File: src/rtl/audclk_pkg.sv
package audclk_pkg;

  // Effective divide exponent: the 384 base loses one step of range
  function automatic int unsigned clamp_shift(input logic base384,
                                              input int unsigned code,
                                              input int unsigned max_full);
    int unsigned lim;
    lim = base384 ? (max_full - 1) : max_full;
    return (code > lim) ? lim : code;
  endfunction

  // Base cycles in one sample frame
  function automatic int unsigned frame_len(input logic base384,
                                            input int unsigned full_len,
                                            input int unsigned alt_len);
    return base384 ? alt_len : full_len;
  endfunction

  // Accumulator increment: two toggles per bit clock period
  function automatic int unsigned bclk_step(input logic wide,
                                            input int unsigned narrow_slots,
                                            input int unsigned wide_slots);
    return 2 * (wide ? wide_slots : narrow_slots);
  endfunction

  function automatic int unsigned ceil_div(input int unsigned num,
                                           input int unsigned den);
    return (num + den - 1) / den;
  endfunction

endpackage

File: src/rtl/mclk_ratio_div.sv
module mclk_ratio_div
  import audclk_pkg::*;
#(
  parameter int unsigned CODE_W    = 3,
  parameter int unsigned MAX_SHIFT = 4
) (
  input  logic              clk,
  input  logic              rst_n,
  input  logic              run,
  input  logic              base384,
  input  logic [CODE_W-1:0] ratio_code,
  output logic              mclk_en
);

  localparam int unsigned CNT_W   = (MAX_SHIFT < 1) ? 1 : MAX_SHIFT;
  localparam int unsigned SHIFT_W = $clog2(MAX_SHIFT + 1);

  logic [SHIFT_W-1:0] eff_shift;
  logic [SHIFT_W-1:0] shift_q;
  logic               shift_chg;
  logic [CNT_W:0]     span;
  logic [CNT_W-1:0]   cnt_limit;
  logic [CNT_W-1:0]   cnt;
  logic               cnt_wrap;

  assign eff_shift = SHIFT_W'(clamp_shift(base384, 32'(ratio_code), MAX_SHIFT));
  assign span      = (CNT_W+1)'(1) << shift_q;
  assign cnt_limit = CNT_W'(span - 1'b1);
  assign shift_chg = (eff_shift != shift_q);
  assign cnt_wrap  = (cnt == cnt_limit);

  always_ff @(posedge clk or negedge rst_n) begin
    if (!rst_n) begin
      shift_q <= '0;
      cnt     <= '0;
      mclk_en <= 1'b0;
    end else begin
      shift_q <= eff_shift;
      if (!run || shift_chg) begin
        cnt     <= '0;
        mclk_en <= 1'b0;
      end else begin
        mclk_en <= (cnt == '0);
        cnt     <= cnt_wrap ? '0 : cnt + 1'b1;
      end
    end
  end

  // Cycles since the last pulse, kept for the spacing check
  logic [CNT_W:0] gap;
  always_ff @(posedge clk or negedge rst_n) begin
    if (!rst_n)                              gap <= '0;
    else if (!run || shift_chg || mclk_en)   gap <= '0;
    else                                     gap <= gap + 1'b1;
  end

  assert_pulse_spacing_R1: assert property (@(posedge clk) disable iff (!rst_n)
    (run && !mclk_en) |-> (gap <= (CNT_W+1)'(cnt_limit)));

  assert_clamp_range_R3: assert property (@(posedge clk) disable iff (!rst_n)
    32'(eff_shift) <= (base384 ? (MAX_SHIFT - 1) : MAX_SHIFT));

  assert_idle_mclk_R4: assert property (@(posedge clk) disable iff (!rst_n)
    !run |=> !mclk_en);

  assert_restart_low_R5: assert property (@(posedge clk) disable iff (!rst_n)
    shift_chg |=> !mclk_en);

endmodule

File: src/rtl/bclk_phase_gen.sv
module bclk_phase_gen
  import audclk_pkg::*;
#(
  parameter int unsigned FRAME_FULL   = 512,
  parameter int unsigned FRAME_ALT    = 384,
  parameter int unsigned SLOTS_NARROW = 32,
  parameter int unsigned SLOTS_WIDE   = 48
) (
  input  logic clk,
  input  logic rst_n,
  input  logic run,
  input  logic base384,
  input  logic wide_en,
  output logic bclk
);

  localparam int unsigned ACC_W = $clog2(FRAME_FULL + 2 * SLOTS_WIDE + 1);

  logic [ACC_W-1:0] frame;
  logic [ACC_W-1:0] step;
  logic [ACC_W-1:0] acc;
  logic [ACC_W-1:0] acc_sum;
  logic             wrap;
  logic [1:0]       cfg_q;
  logic             cfg_chg;

  assign frame   = ACC_W'(frame_len(base384, FRAME_FULL, FRAME_ALT));
  assign step    = ACC_W'(bclk_step(wide_en, SLOTS_NARROW, SLOTS_WIDE));
  assign acc_sum = acc + step;
  assign wrap    = (acc_sum >= frame);
  assign cfg_chg = (cfg_q != {base384, wide_en});

  always_ff @(posedge clk or negedge rst_n) begin
    if (!rst_n) begin
      cfg_q <= 2'b00;
      acc   <= '0;
      bclk  <= 1'b0;
    end else begin
      cfg_q <= {base384, wide_en};
      if (!run || cfg_chg) begin
        acc  <= '0;
        bclk <= 1'b0;
      end else begin
        acc <= wrap ? (acc_sum - frame) : acc_sum;
        if (wrap) bclk <= ~bclk;
      end
    end
  end

  // Level hold length, kept for the level-width check
  logic [ACC_W-1:0] hold;
  logic             bclk_prev;
  logic [ACC_W-1:0] hold_lim;

  assign hold_lim = ACC_W'(ceil_div(32'(frame), 32'(step)));

  always_ff @(posedge clk or negedge rst_n) begin
    if (!rst_n) begin
      hold      <= '0;
      bclk_prev <= 1'b0;
    end else begin
      bclk_prev <= bclk;
      if (!run || cfg_chg || (bclk != bclk_prev)) hold <= '0;
      else                                        hold <= hold + 1'b1;
    end
  end

  assert_level_width_R8: assert property (@(posedge clk) disable iff (!rst_n)
    (run && !cfg_chg && (bclk == bclk_prev)) |-> (hold <= hold_lim));

  assert_idle_bclk_R4: assert property (@(posedge clk) disable iff (!rst_n)
    !run |=> !bclk);

  assert_cfg_restart_R9: assert property (@(posedge clk) disable iff (!rst_n)
    cfg_chg |=> !bclk);

endmodule

File: src/rtl/audio_clk_ratio_div.sv
module audio_clk_ratio_div #(
  parameter int unsigned CODE_W       = 3,
  parameter int unsigned MAX_SHIFT    = 4,
  parameter int unsigned FRAME_FULL   = 512,
  parameter int unsigned FRAME_ALT    = 384,
  parameter int unsigned SLOTS_NARROW = 32,
  parameter int unsigned SLOTS_WIDE   = 48
) (
  input  logic              clk,
  input  logic              rst_n,
  input  logic              run_en,
  input  logic              base_is_384,
  input  logic [CODE_W-1:0] ratio_code,
  input  logic              bclk_48x,
  output logic              mclk_en,
  output logic              bclk
);

  mclk_ratio_div #(
    .CODE_W   (CODE_W),
    .MAX_SHIFT(MAX_SHIFT)
  ) u_mclk (
    .clk       (clk),
    .rst_n     (rst_n),
    .run       (run_en),
    .base384   (base_is_384),
    .ratio_code(ratio_code),
    .mclk_en   (mclk_en)
  );

  bclk_phase_gen #(
    .FRAME_FULL  (FRAME_FULL),
    .FRAME_ALT   (FRAME_ALT),
    .SLOTS_NARROW(SLOTS_NARROW),
    .SLOTS_WIDE  (SLOTS_WIDE)
  ) u_bclk (
    .clk    (clk),
    .rst_n  (rst_n),
    .run    (run_en),
    .base384(base_is_384),
    .wide_en(bclk_48x),
    .bclk   (bclk)
  );

endmodule

File: config.mk
export PLATFORM = sky130hd
export DESIGN_NAME = audio_clk_ratio_div
export DESIGN_NICKNAME = d
export VERILOG_FILES = /design/src/rtl/audclk_pkg.sv /design/src/rtl/mclk_ratio_div.sv /design/src/rtl/bclk_phase_gen.sv /design/src/rtl/audio_clk_ratio_div.sv
export SDC_FILE = /design/constraint.sdc
export NUM_CORES = 1
export LEC_CHECK = 0
export BUFFER_PORTS_ARGS = -buffer_cell sky130_fd_sc_hd__buf_2
export CAP_MARGIN = 25
export CORE_ASPECT_RATIO = 0.75
export CORE_MARGIN = 4
export CORE_UTILIZATION = 45
export CTS_BUF_LIST = sky130_fd_sc_hd__clkbuf_4
export DETAILED_ROUTE_END_ITERATION = 7
export RECOVER_POWER = 100
export SETUP_SLACK_MARGIN = 0.15
export SYNTH_ARGS = -nofsm -noshare
export SYNTH_HDL_FRONTEND = slang
export SYNTH_HIERARCHICAL = 1
export SYNTH_SLANG_ARGS = --single-unit
File: constraint.sdc
create_clock -name clk -period 2.9 [get_ports clk]
set_input_delay 0.58 -clock clk [delete_from_list [all_inputs] [get_ports clk]]
set_output_delay 0.58 -clock clk [all_outputs]
set_load 0.02 [all_outputs]
==> run summary <==
Status = finished clean
RR Endpoint = u_bclk/bclk
Sequential-to-total area share from yosys stat = 0.352
Startpoint types = input pin
CTS tree = yes
Final Hold Fails = 0
# Max-Cap Violations = 0
Internal = 0.337 mW
NumNets Final = 148
H-tree Lvls = 1
CP Cell Sequence = clkbuf_1 > inv_1 > ha_1 > and3b_1 > nor3_1 > nor2_1 > mux2_1 > a2111oi_0
Die width = 66.0 um
Root buffer cell = clkbuf_4
Maximum vdd drop = 0.243 mV
Final instance area = 1220 um^2
Largest net degree at the start of global routing = 17
Placed instance area = 1220 um^2
Synth Register Bits = 16
Synth Instances = 114
Row cnt = 15
Netlist cell types = 37
Synth-to-Final Area Change = 7.27%
Final TNS setup = 0 ns
Yosys warns = 6
DP Worst Slack = 0.335 ns
Hold_buf cts = 0
Initial antenna violation count = 0
1st-pass router iterations = 4
Post-CTS Resized = 0
Worst Path Class, Setup = in -> reg
Total CTS buffers = 3
WP depth = 8
Worst Path Required = 3.05 ns
PortBufs = 9
Slowest CP cell = clkbuf_1
Vias in the first global route = 843
Post-Route Utilization = 0.519
Die H = 51.5 um
Highest clock rate = 404 MHz
Final HPWL DP = 1.71 mm
Max clock buf depth = 2
Worst-Margin Slew = 0.809 ns
Net count after synthesis = 134
Clock power share = 0.236
Starting DRT DRC Count = 27
Last element of the critical path = u_mclk/cnt[0]
DR WL/cell = 13.2 um
Tcrit/Tclk final = 0.852
Crit-path leading delay family = buffers and inverters
Final setup violating endpoints = 0
Clk Latency, worst-skew pair = 0.28 ns
RSZ-0062 raised after global routing = no
Initial Utilization = 0.484
Antenna Cells = 0
Critical path origin = base_is_384
Slowest Stage Delay on Critical Path = 0.43 ns
Data arrival, critical path = 2.63 ns
Core footprint = 2350 um^2
PD cells = 403 nW/um^2
Synth area leader = dfrtp_1
Crit path max fanout = 11
Layout cells sized above 1 = 0.118
Net Sw Power = 0.154 mW
Pleak = 0.532 nW
Crit. End Element = flop
First-pass GRT wire length = 3.73 mm
Routed Antenna Nets = 0
Sequential fraction of design power = 0.508
Die area = 3400 um^2
Net Sw Frac = 0.314
Fillers = 228
Gr usage total = 0.146
Mean Syn Cell Area = 9.97 um^2
Final WL = 2.12 mm
Routed vias/inst = 5.41
Worst hold path type = in -> async
Post-synthesis cell area = 1140 um^2
Post-CTS Setup Bufs = 0
Final Skew = 0.0121 ns
Clk slew on worst S/H paths = 0.10 ns
Top cells by area, synth = dfrtp_1 (35%), ha_1 (12%), xnor2_1 (3.9%)
Total global routing overflow = 0
Sinks on Clock Net = 16
Gpl congestion = 0.829
Area share of the largest cell type after synthesis = 0.352
Worst path buffer plus inverter count = 2
Max-slew violation count = 0
Reg2reg path depth = 10
DR vias = 871
Final setup margin = 0.428 ns
I/O pins = 10
# DRC = 0
Final worst path period need = 2.47 ns
Tot Pwr = 0.491 mW
Slew HR = 0.460
FF-to-FF setup slack = 0.61 ns
Comb power frac = 0.256
RR Startpoint = u_bclk/acc[5]
==> worst register-to-register path: cells and delay by family, from the launching register on <==
family                     cells  cell delay [ns]
DFF                            1             0.34
adders and majority gates      3             0.66
AOI/OAI and AO/OA              2             0.43
xor gates and xnor gates       1             0.19
buffers and inverters          1             0.05
and+or+nand+nor                3             0.49
==> routing by layer <==
| layer | global-route usage | share of wire |
|---|---|---|
| met1 | 0.204 | 0.53 |
| met2 | 0.223 | 0.41 |
| met3 | 0.0475 | 0.048 |
| met4 | 0.0304 | 0.012 |
| met5 | 0 | 0 |
==> Yosys cell counts (all sizes together) <==
master and number:
nor2 11, a21o 1, a21boi 1, or3 1, a211oi 1, a21oi 4, o211ai 3, mux2i 2
o31a 1, or2 1, inv 9, nand2 8, nand3 5, and3b 2, o21ai 4, nand3b 3
and2 1, mux2 2, nor3b 1, o311ai 1, xor2 4, o21a 1, a2111oi 1, nand2b 2
dfrtp 16, xnor2 7, a31oi 1, nor4 2, ha 11, fa 1, nor3 6
==> registers in the layout, summed over array words and instances (netlist names) <==
signal and cells:
u_bclk/acc 5, u_bclk/bclk 1, u_bclk/cfg_q 2, u_mclk/cnt 4, u_mclk/mclk_en 1, u_mclk/shift_q 3
==> stage by stage <==
stage / hold slack, ns / instances
after floorplan: 0.284 / 114
after global placement: 0.506 / 157
after detailed placement: 0.506 / 157
after CTS: 0.191 / 161
after global routing: 0.411 / 161
final: 0.349 / 161
==> layout by cell type (no fill, tap or decap), types with 2 or more instances in the layout <==
cell type,netlist,routed
xnor2_1,5,6
clkbuf_1,0,5
o21ai_0,2,3
nand3b_1,3,3
o211ai_1,3,3
inv_1,9,9
nand3_1,5,5
buf_2,0,4
nor3_1,5,5
nor2_1,11,11
clkbuf_4,0,3
xor2_1,4,4
ha_1,11,11
mux2_1,0,2
mux2i_1,2,2
nor4_1,2,2
and3b_1,2,2
nand2_1,7,7
dfrtp_1,16,16
a21oi_1,3,4
nand2b_1,2,2
==> cell families after synthesis <==
kind of cell | Yosys count | synth area share
AND/OR/NAND/NOR | 43 | 0.200
AO/OA/AOI/OAI | 19 | 0.137
buffers and inverters | 9 | 0.0297
XOR/XNOR | 11 | 0.0980
multiplexers | 4 | 0.0441
adder cells (fa/ha/maj) | 12 | 0.139
flip-flops | 16 | 0.352
==> power groups by stage <==
stage	registers (mW)	logic, mW	clock network, mW
2_1_floorplan	0.253	0.0956	0
3_3_place_gp	0.254	0.129	0
3_5_place_dp	0.254	0.132	0
4_1_cts	0.250	0.133	0.118
5_1_grt	0.252	0.142	0.129
6_report	0.250	0.126	0.116
==> area by class of cell <==
type | instances | area, um^2 | area share
clock buffers | 3 | 22.5 | 0.0185
clock inverters | 1 | 3.75 | 0.00308
inverters | 9 | 33.8 | 0.0277
multi-input cells | 89 | 677 | 0.555
flip-flops and latches | 16 | 400 | 0.329
well taps | 34 | 42.5 | 0.0349
repair buffers | 9 | 38.8 | 0.0318
==> worst min-delay path by stage <==
stage | start | endpoint | slack [ns] | cells past startpoint
3_5_place_dp | rst_n | u_bclk/cfg_q[0] | 0.51 | 1
5_1_grt | rst_n | u_mclk/cnt[2] | 0.41 | 1
4_1_cts | rst_n | u_bclk/cfg_q[0] | 0.19 | 1
3_3_place_gp | rst_n | u_bclk/cfg_q[0] | 0.51 | 1
2_1_floorplan | rst_n | u_bclk/acc[5] | 0.28 | 0
6_report | rst_n | u_mclk/cnt[2] | 0.35 | 1
Note: power is estimated with default switching activity, not from simulation.
